File: src/rtl/mrsu_pkg.sv
package mrsu_pkg;

    typedef enum logic [0:0] {
        ST_READY = 1'b0,
        ST_HOLD  = 1'b1
    } gate_state_e;

    typedef struct packed {
        logic [2:0] cas_lat;
        logic [2:0] wr_rec;
        logic       test_mode;
    } mode_fields_t;

    typedef struct packed {
        logic [1:0] ca_term;
        logic [1:0] term_mode;
        logic       add_lat;
        logic       strobe_single;
        logic       dll_on;
        logic [2:0] drv_sel;
        logic       rd_term_off;
    } ext_fields_t;

    localparam logic [2:0] CL_RESET = 3'd5;
    localparam logic [2:0] WR_RESET = 3'd3;

endpackage

File: src/rtl/mrsu_cmd_decode.sv
module mrsu_cmd_decode (
    input  logic cs_n,
    input  logic ras_n,
    input  logic cas_n,
    input  logic we_n,
    input  logic ba_sel,
    input  logic banks_idle,
    input  logic gate_open,
    output logic load_mode,
    output logic load_ext
);
    logic reg_write;
    logic allowed;

    always_comb begin
        reg_write = !cs_n && !ras_n && !cas_n && !we_n;
        allowed   = reg_write && banks_idle && gate_open;
        load_mode = allowed && !ba_sel;
        load_ext  = allowed && ba_sel;
    end
endmodule

File: src/rtl/mrsu_gate_fsm.sv
module mrsu_gate_fsm
    import mrsu_pkg::*;
#(
    parameter int BUSY_CYC = 4
) (
    input  logic clk,
    input  logic rst_n,
    input  logic accept,
    output logic gate_open,
    output logic busy
);
    localparam int CW = (BUSY_CYC > 2) ? $clog2(BUSY_CYC) : 1;
    localparam logic [CW-1:0] LOAD = CW'(BUSY_CYC - 2);

    gate_state_e      state, state_nxt;
    logic [CW-1:0]    cnt, cnt_nxt;

    always_ff @(posedge clk) begin
        if (!rst_n) begin
            state <= ST_READY;
            cnt   <= '0;
        end else begin
            state <= state_nxt;
            cnt   <= cnt_nxt;
        end
    end

    always_comb begin
        state_nxt = state;
        cnt_nxt   = cnt;
        unique case (state)
            ST_READY: begin
                if (accept) begin
                    state_nxt = ST_HOLD;
                    cnt_nxt   = LOAD;
                end
            end
            ST_HOLD: begin
                if (cnt == '0) state_nxt = ST_READY;
                else           cnt_nxt   = cnt - CW'(1);
            end
        endcase
    end

    always_comb begin
        gate_open = (state == ST_READY);
        busy      = (state == ST_HOLD);
    end
endmodule

File: src/rtl/mrsu_field_store.sv
module mrsu_field_store
    import mrsu_pkg::*;
(
    input  logic         clk,
    input  logic         rst_n,
    input  logic         load_mode,
    input  logic         load_ext,
    input  logic [11:0]  op,
    output mode_fields_t mode_q,
    output ext_fields_t  ext_q,
    output logic         illegal,
    output logic         both_seen
);
    logic bl_ok, bt_ok, cl_ok, wr_ok;
    logic seen_mode, seen_ext;

    always_comb begin
        bl_ok = (op[2:0] == 3'b010);
        bt_ok = !op[3];
        cl_ok = op[6] && (op[5:4] != 2'b00);
        wr_ok = (op[11:9] >= 3'd2) && (op[11:9] <= 3'd4);
    end

    always_ff @(posedge clk) begin
        if (!rst_n) begin
            mode_q    <= '{cas_lat: CL_RESET, wr_rec: WR_RESET, test_mode: 1'b0};
            ext_q     <= '0;
            illegal   <= 1'b0;
            seen_mode <= 1'b0;
            seen_ext  <= 1'b0;
        end else begin
            if (load_mode) begin
                seen_mode        <= 1'b1;
                mode_q.test_mode <= op[7];
                if (cl_ok) mode_q.cas_lat <= op[6:4];
                if (wr_ok) mode_q.wr_rec  <= op[11:9] + 3'd1;
                if (!(bl_ok && bt_ok && cl_ok && wr_ok)) illegal <= 1'b1;
            end
            if (load_ext) begin
                seen_ext            <= 1'b1;
                ext_q.ca_term       <= op[1:0];
                ext_q.term_mode     <= op[3:2];
                ext_q.add_lat       <= op[4];
                ext_q.strobe_single <= op[5];
                ext_q.dll_on        <= op[6];
                ext_q.drv_sel       <= op[9:7];
                ext_q.rd_term_off   <= op[10];
            end
        end
    end

    assign both_seen = seen_mode && seen_ext;
endmodule

File: src/rtl/mrs_prog_unit.sv
module mrs_prog_unit
    import mrsu_pkg::*;
#(
    parameter int ADDR_W   = 12,
    parameter int BUSY_CYC = 4
) (
    input  logic              clk,
    input  logic              rst_n,
    input  logic              cs_n,
    input  logic              ras_n,
    input  logic              cas_n,
    input  logic              we_n,
    input  logic              ba_sel,
    input  logic [ADDR_W-1:0] addr,
    input  logic              banks_idle,
    output logic [2:0]        cas_lat,
    output logic [2:0]        wr_recovery,
    output logic              test_mode,
    output logic [1:0]        ca_term,
    output logic [1:0]        term_mode,
    output logic              add_lat,
    output logic              strobe_single,
    output logic              dll_on,
    output logic [2:0]        drv_sel,
    output logic              rd_term_off,
    output logic [3:0]        read_lat,
    output logic [1:0]        write_lat,
    output logic              busy,
    output logic              illegal_mode,
    output logic              mode_valid
);
    logic         gate_open;
    logic         load_mode, load_ext;
    mode_fields_t mode_q;
    ext_fields_t  ext_q;

    mrsu_cmd_decode u_dec (
        .cs_n       (cs_n),
        .ras_n      (ras_n),
        .cas_n      (cas_n),
        .we_n       (we_n),
        .ba_sel     (ba_sel),
        .banks_idle (banks_idle),
        .gate_open  (gate_open),
        .load_mode  (load_mode),
        .load_ext   (load_ext)
    );

    mrsu_gate_fsm #(.BUSY_CYC(BUSY_CYC)) u_gate (
        .clk       (clk),
        .rst_n     (rst_n),
        .accept    (load_mode || load_ext),
        .gate_open (gate_open),
        .busy      (busy)
    );

    mrsu_field_store u_store (
        .clk       (clk),
        .rst_n     (rst_n),
        .load_mode (load_mode),
        .load_ext  (load_ext),
        .op        (addr[11:0]),
        .mode_q    (mode_q),
        .ext_q     (ext_q),
        .illegal   (illegal_mode),
        .both_seen (mode_valid)
    );

    always_comb begin
        cas_lat       = mode_q.cas_lat;
        wr_recovery   = mode_q.wr_rec;
        test_mode     = mode_q.test_mode;
        ca_term       = ext_q.ca_term;
        term_mode     = ext_q.term_mode;
        add_lat       = ext_q.add_lat;
        strobe_single = ext_q.strobe_single;
        dll_on        = ext_q.dll_on;
        drv_sel       = ext_q.drv_sel;
        rd_term_off   = ext_q.rd_term_off;
        read_lat      = {1'b0, mode_q.cas_lat} + {3'b000, ext_q.add_lat};
        write_lat     = {1'b0, ext_q.add_lat} + 2'd1;
    end
endmodule

File: config.mk
export PLATFORM = sky130hd
export DESIGN_NAME = mrs_prog_unit
export DESIGN_NICKNAME = d
export VERILOG_FILES = /design/src/rtl/mrsu_pkg.sv /design/src/rtl/mrsu_cmd_decode.sv /design/src/rtl/mrsu_gate_fsm.sv /design/src/rtl/mrsu_field_store.sv /design/src/rtl/mrs_prog_unit.sv
export SDC_FILE = /design/constraint.sdc
export NUM_CORES = 1
export LEC_CHECK = 0
export ABC_AREA = 1
export BUFFER_PORTS_ARGS = -buffer_cell sky130_fd_sc_hd__clkbuf_2
export CAP_MARGIN = 30
export CORE_MARGIN = 3
export CORE_UTILIZATION = 49
export DETAILED_ROUTE_END_ITERATION = 8
export PLACE_DENSITY = 0.9
export SYNTH_ARGS = -nofsm -noshare
export SYNTH_HDL_FRONTEND = slang
export SYNTH_HIERARCHICAL = 1
export SYNTH_SLANG_ARGS = --single-unit
export TNS_END_PERCENT = 20
File: constraint.sdc
create_clock -name clk -period 4.5 [get_ports clk]
set_clock_uncertainty 0.1 [all_clocks]
set_input_delay 1.35 -clock clk [delete_from_list [all_inputs] [get_ports clk]]
set_output_delay 1.35 -clock clk [all_outputs]
set_load 0.02 [all_outputs]
==> Word level (Yosys, flattened, before mapping) <==
Cells that the tools add are included.
{ "classes": {"add_sub_neg": 4, "order_cmp": 2, "eq_ne": 3, "muxes": 6, "bitwise_logic": 2, "n_reduce_logical": 26} }
{ "op_table": {"columns": ["operator", "n"], "rows": [
  ["1-bit logical AND", 13],
  ["2-bit AND reduction", 4],
  ["1-bit logical NOT", 6],
  ["3-bit by 1-bit adder with 4-bit output", 1],
  ["2-bit two-way mux", 2],
  ["2-bit one-hot mux with 2 select lines", 1],
  ["3-bit by 1-bit adder with 3-bit output, second input constant", 1],
  ["3-bit by 2-bit == test with 1-bit output, second input constant", 1],
  ["3-bit by 2-bit >= comparator with 1-bit output, second input constant", 1],
  ["3-bit less-or-equal comparator, second input constant", 1],
  ["1-bit by 1-bit adder with 2-bit output, second input constant", 1],
  ["2-bit logical NOT", 1],
  ["1-bit two-way mux", 2],
  ["2-bit by 1-bit != test with 1-bit output, second input constant", 1],
  ["2-bit != test, second input constant", 1],
  ["1-bit NOT", 2],
  ["1-bit one-hot mux with 2 select lines", 1],
  ["2-bit nonzero test", 1],
  ["2-bit by 1-bit subtractor with 2-bit output, second input constant", 1],
  ["1-bit logical OR", 1]
]} }
{ "totals": {"ff_bits": 24, "input_bits": 20, "out_inout_bits": 27, "wordCells": 58} }

==> Longest topological paths before layout <==
Gate-level depths: netlist (run 1).
{ "depth": {"depth_word": 10, "mapped_depth": 10, "mapped_depth_nobuf": 10} }

==> Cells and area by module <==
The synthesis (run 1) kept the hierarchy.
{ "by_module_without_submodules": {"columns": ["module", "instances", "cells_per_inst", "area_per_inst_um2", "seq_area_each_um2"], "rows": [
  ["mrsu_field_store", 1, 104, 797.0, 420.4],
  ["mrsu_gate_fsm", 1, 20, 145.1, 60.1],
  ["mrs_prog_unit", 1, 12, 68.8, 0.0],
  ["mrsu_cmd_decode", 1, 8, 31.3, 0.0]
]} }

==> Worst setup path after synthesis (run 1) <==
OpenSTA, ideal clock, no wires.
{ "synth_timing": {"path_kind": "input to register", "startpoint": "input port we_n", "endpoint": "register u_store/mode_q[4] (netlist name)", "setup_time_ns": 0.122, "arrival_time_ns": 2.307, "path_slack_ns": 1.971, "stages": 8, "path_buffers": 0, "path_cell_list": "nor2_1 nand3_1 nor2_1 inv_2 nor3_4 inv_1 nand2_1 nand3_1"} }
{ "synth_between": {"elab_chain_cells": 6} }
{ "synth_lines": {"columns": ["element", "line_no", "text"], "rows": [
  ["start: declaration", "mrs_prog_unit.sv:12", "input logic we_n,"],
  ["1-bit logical NOT", "mrsu_cmd_decode.sv:16", "reg_write = !cs_n && !ras_n && !cas_n && !we_n;"],
  ["1-bit logical AND", "mrsu_cmd_decode.sv:16", null],
  ["1-bit logical AND (2 in a row)", "mrsu_cmd_decode.sv:17", "allowed = reg_write && banks_idle && gate_open;"],
  ["1-bit logical AND", "mrsu_cmd_decode.sv:18", "load_mode = allowed && !ba_sel;"],
  ["named net load_mode", "mrs_prog_unit.sv:33", "logic load_mode, load_ext;"],
  ["2-bit AND reduction (no source line)", null, null]
]} }
The timed path passes the listed nets, and every way through them passes these cells.
A chain may end at the register's enable or synchronous reset.

==> Worst setup path after layout (run 1) <==
{ "layout_timing": {"startpoint": "register u_store/ext_q[6] (netlist name)", "endpoint": "output port read_lat[2]"} }
{ "layout_between": {"elab_chain_cells": 1} }
{ "layout_lines": {"columns": ["element", "line_no", "text"], "rows": [
  ["3-bit by 1-bit adder with 4-bit output", "mrs_prog_unit.sv:80", "read_lat = {1'b0, mode_q.cas_lat} + {3'b000, ext_q.add_lat};"],
  ["end: declaration", "mrs_prog_unit.sv:26", "output logic [3:0] read_lat,"]
]} }
Every way passes these cells.

==> metrics, run 1 <==
status=finished, final reports clean; setup TNS=0 ns; DPL Wire Length=1906 um; vias per cell=4.922; First-pass DRT Iterations=4; dpl ws=1.671 ns; I/O pin cnt=47; n_diodes=0; vias in the first global route=1035; die width=52.12 um; critical path type=reg2out; DR iter-0 viols=18; Initial Utilization=0.5259; Worst Setup End Kind=output port; Worst EP arrival=1.43 ns; Setup WS post-layout=1.624 ns; Nets=216; #FFs+latches synth=24; chip height=52.12 um; post-synthesis net count=168; static leakage=0.7296 nW; Final Max Slew Viols=0; placed cell area=0.001291 mm2; crit start category=flip-flop; Root Buffer=clkbuf_4; GP Congestion=0.8173; power per cell area=300.1 mW/mm2; crit path time final=2.876 ns; CTS Sinks=24; clk buf depth=2; die area=0.002716 mm2; Net Sw Frac=0.2123; Cell Area, Synth=0.001042 mm2; RSZ-0062 raised after global routing=false; Total GRT Usage=0.1953; layout cells sized above 1=0.2984; register share of total power=0.536; core area=0.001982 mm2; first-pass GRT wire length=3974 um; vias post-DR=1073; clk_lat worst skew=0.30 ns; Tot Pwr=403.3 uW; Yosys cell types=18; Ys Warns=6; post-route ant nets=0; initial antenna violation count=0; Setup-failing EPs final=0; Hold Vio Cnt, Final=0; GRT overflow=0; Seq/Total Area, Yosys=0.4610; post-CTS setup buffer count=0; Synth Instances=144; final hold slack=0.3582 ns; NetSw=85.63 uW; worst min path class=reg2reg; P_int=317.6 uW; clock power share=0.384; Layout area overhead=28.93%; I/O Buffers=46; Max Clk Rate=347.7 MHz; H-tree Lvls=1; total wire length=2464 um; Design Area, Final=0.001344 mm2; total CTS buffers=3; Max-slew headroom=0.6690; VDD IR max=0.2286 mV; Fill cells=169; drt wl/cell=11.30 um; CTS tree=done; Comb pwr share=0.080; syn avg cell area=7.238 um2; largest net degree at the start of global routing=22; hold_buf cts=0; row cnt=16; drt drc=0; Worst Tran Pin Value=0.4946 ns; CP max FO=5; post-CTS resize count=0; max_cap viols=0; Required @ worst endpoint=3.05 ns; CTS clk-pin slew, worst paths=0.14 ns; period utilization=0.6391
## power groups by stage
stage	Combinational, mW	Sequential, mW	Clock [mW]
3_3_place_gp	0.0305	0.221	0
3_5_place_dp	0.0320	0.221	0
5_1_grt	0.0360	0.216	0.163
2_1_floorplan	0.0141	0.223	0
4_1_cts	0.0322	0.216	0.156
6_report	0.0322	0.216	0.155
## placed cells by master (no fill, tap or decap), drive strengths merged
cell,count
clkbuf,49
nor2,29
nand2,25
dfxtp,24
inv,22
o21ai,14
a21oi,10
nand3,8
ha,4
or2,1
bufinv,1
buf,1
a21boi,1
nor3,1
xnor2,1
## worst max-delay path, cell delays in order, from the launching register on
cell and delay [ns]:
dfxtp_1 0.37, ha_1 0.21, ha_1 0.21, inv_1 0.06, nand2_1 0.04, nand2_1 0.06
clkbuf_2 0.16
## through the flow
step           std cells  utilization
6_report             218       0.6780
5_1_grt              218       0.6780
4_1_cts              218       0.6780
3_5_place_dp         214       0.6515
3_3_place_gp         214       0.6515
2_1_floorplan        144            -
## cell families (layout without fill, tap and decap cells)
kind of cell,after synthesis,in the layout,synth area share
compound gates,25,25,0.1224
buf+inv,26,73,0.1008
xor+xnor,1,1,0.008405
fa+ha+maj,4,4,0.04802
flops,24,24,0.4610
simple gates,64,64,0.2593
## metal layers
| metal | routed length (um) | share of wire | GRT usage |
|---|---|---|---|
| met5 | 0 | 0 | 0 |
| met4 | 32 | 0.013 | 0.1048 |
| met3 | 152 | 0.062 | 0.03725 |
| met2 | 1216 | 0.49 | 0.3556 |
| met1 | 1062 | 0.43 | 0.2086 |
## final timing paths
check / start / end / slack, ns / cells past startpoint
hold / removal: u_store/mode_q[3] / u_store/mode_q[3] / 0.36 / 2
setup reg to reg: u_gate/busy / u_store/mode_q[4] / 2.74 / 10
hold reg to reg: u_store/mode_q[3] / u_store/mode_q[3] / 0.36 / 2
setup / recovery: u_store/ext_q[6] / read_lat[2] / 1.62 / 6
## cell usage after synthesis (all sizes together)
cell    number  area share
or2          1      0.0060
nand2       25       0.095
buf          3       0.017
a21oi       10       0.048
dfxtp       24        0.46
nor2        29        0.10
ha           4       0.048
nor3         1       0.016
xnor2        1      0.0084
inv         22       0.079
a21boi       1      0.0072
o21ai       14       0.067
clkbuf       1      0.0048
nand3        8       0.038
## state kept, by name (all words and copies together), names as in the netlist
signal             flops
u_store/illegal        1
u_gate/busy            1
u_store/ext_q         11
u_store/seen_ext       1
u_store/seen_mode      1
u_gate/cnt             2
u_store/mode_q         7
## layout make-up
class,count,area [um2],share of cell area
flip-flops and latches,24,480.5,0.3575
multi-input cells,94,456.7,0.3399
repair buffers,47,237.7,0.1769
inverters,22,82.58,0.06145
well taps,27,33.78,0.02514
clock inverters,1,30.03,0.02235
clock buffers,3,22.52,0.01676
Power figures use the tool's default switching activity.
==> inputs of run 2 (changes only) <==
- CORE_UTILIZATION: 49 -> 45
- PLACE_DENSITY: 0.9 -> 0.84
- clock period: 4.5 -> 2.83 ns (I/O delays scaled with it)
==> run 2 against run 1 <==
Against the previous run:
- combinational power grew 56%
- via count shrank 3.6%
- utilization shrank 4.0 points
- global-route usage shrank 1.2 points
- critical endpoint unchanged
- largest power group unchanged
==> metrics, run 2 (synthesis results as in run 1) <==
Fill cells=206 (+22%); hold_buf cts=0 (unchanged); DR iter-0 viols=26 (+8); layout cells sized above 1=0.2984 (unchanged); VDD IR max=0.3743 mV (+64%); CP max FO=5 (unchanged); setup TNS=0 ns (unchanged); row cnt=16 (unchanged); vias post-DR=1034 (-3.6%); core area=0.002082 mm2 (+5.1%); drt wl/cell=10.90 um (-3.6%); vias per cell=4.743 (-3.6%); biggest regs=u_store/ext_q: 11 flops, u_store/mode_q: 7 flops, u_gate/cnt: 2 flops; post-CTS setup buffer count=0 (unchanged); Worst Tran Pin Value=0.5087 ns (+0.01405 ns); post-route ant nets=0 (unchanged); Max Clk Rate=426.0 MHz; I/O Buffers=46 (unchanged); I/O pin cnt=47 (unchanged); max_cap viols=0 (unchanged); Setup-failing EPs final=0 (unchanged); clk buf depth=2 (unchanged); slowest CP cell=dfxtp_1; Largest Register=u_store/ext_q; DPL Wire Length=1905 um (about the same); die area=0.002930 mm2 (+7.8%); n_diodes=0 (unchanged); GRT overflow=0 (unchanged); buffers and inverters on the worst path=2 (unchanged); First-pass DRT Iterations=4 (unchanged); Layout Cells excl Fill=218 (unchanged); crit start category=flip-flop; die width=54.13 um (+3.8%); static leakage=0.7226 nW (-0.95%); CP cell instances=ha_1 > ha_1 > inv_1 > nand2_1 > nand2_1 > clkbuf_2; Hold Vio Cnt, Final=0 (unchanged); Total GRT Usage=0.1833 (-0.01197); commonest cells after routing, fill and taps aside=46 x clkbuf_2, 29 x nor2_1, 24 x dfxtp_1; initial antenna violation count=0 (unchanged); CTS tree=done; CP peak stage delay=0.37 ns (about the same); vias in the first global route=977 (-5.6%); fin util=0.6376 (-0.04041); Required @ worst endpoint=1.88 ns (-1.17 ns); total wire length=2376 um (-3.6%); CTS Sinks=24 (unchanged); Inst Count DP=214 (unchanged); Worst Setup End Kind=output port; Worst EP arrival=1.40 ns (-0.03 ns); period utilization=0.8294; largest net degree at the start of global routing=22 (unchanged); CTS clk-pin slew, worst paths=0.13 ns (about the same); chip height=54.13 um (+3.8%); Max-slew headroom=0.6596 (-0.009401); power per cell area=430.9 mW/mm2 (+44%); drt drc=0 (unchanged); Nets=216 (unchanged); worst min path class=reg2reg; Layout area overhead=27.37%; status=finished, final reports clean; max reg flops=11 (unchanged); clk_lat worst skew=0.30 ns (about the same); Root Buffer=clkbuf_4; Initial Utilization=0.5006 (-0.02528); first-pass GRT wire length=3919 um (-1.4%); post-CTS resize count=0 (unchanged); Crit path max-delay family=adder cells; H-tree Lvls=1 (unchanged); total CTS buffers=3 (unchanged); commonest non-fill, non-tap cell in the layout=clkbuf_2; Final Max Slew Viols=0 (unchanged); GP Congestion=0.7756 (-5.1%); critical path type=reg2out; crit path time final=2.347 ns; RSZ-0062 raised after global routing=false
-- run 2: power by group --
group / leakage, nW / switching, mW / total [mW] / internal [mW]
clock network: 0.0210 / 0.0997 / 0.178 / 0.0785
registers: 0.194 / 0.00204 / 0.344 / 0.342
logic: 0.508 / 0.0300 / 0.0503 / 0.0202
-- run 2: area by class of cell --
type / count / area [um2] / area share
sequential: 24 / 480.5 / 0.3619
multi-input combinational: 94 / 456.7 / 0.3440
timing repair buffer: 47 / 237.7 / 0.1791
inverter: 22 / 82.58 / 0.06221
clock buffer: 4 / 36.28 / 0.02733
tap: 27 / 33.78 / 0.02545
-- run 2: layer usage --
layer	track usage	wire, um	up-vias
met1	0.2007	965	465
met3	0.03324	139	2
met4	0.07469	10	0
met2	0.3406	1260	25
li1	-	-	542
met5	0	0	-
-- run 2: final timing paths --
path	from	end	slack [ns]	depth (start not counted)
setup reg to reg	u_gate/busy	u_store/mode_q[4]	1.03	10
setup / recovery	u_store/ext_q[6]	read_lat[2]	0.48	6
hold reg to reg	u_store/mode_q[3]	u_store/mode_q[3]	0.37	2
hold / removal	u_store/mode_q[3]	u_store/mode_q[3]	0.37	2
-- run 2: stage by stage --
stage	total power, mW	area [um2]	hold slack, ns	setup slack, ns
5_1_grt	0.5998	1328	0.3937	0.4031
2_1_floorplan	0.3769	1042	0.3343	0.8020
3_3_place_gp	0.3998	1291	0.3322	0.5881
4_1_cts	0.5741	1328	0.3675	0.4724
6_report	0.5720	1328	0.3659	0.4827
3_5_place_dp	0.4014	1291	0.3486	0.5066
-- run 2: worst min-delay path: stages (launching register included) --
cell and delay (ns):
dfxtp_1 0.34, inv_1 0.05, a21oi_1 0.05
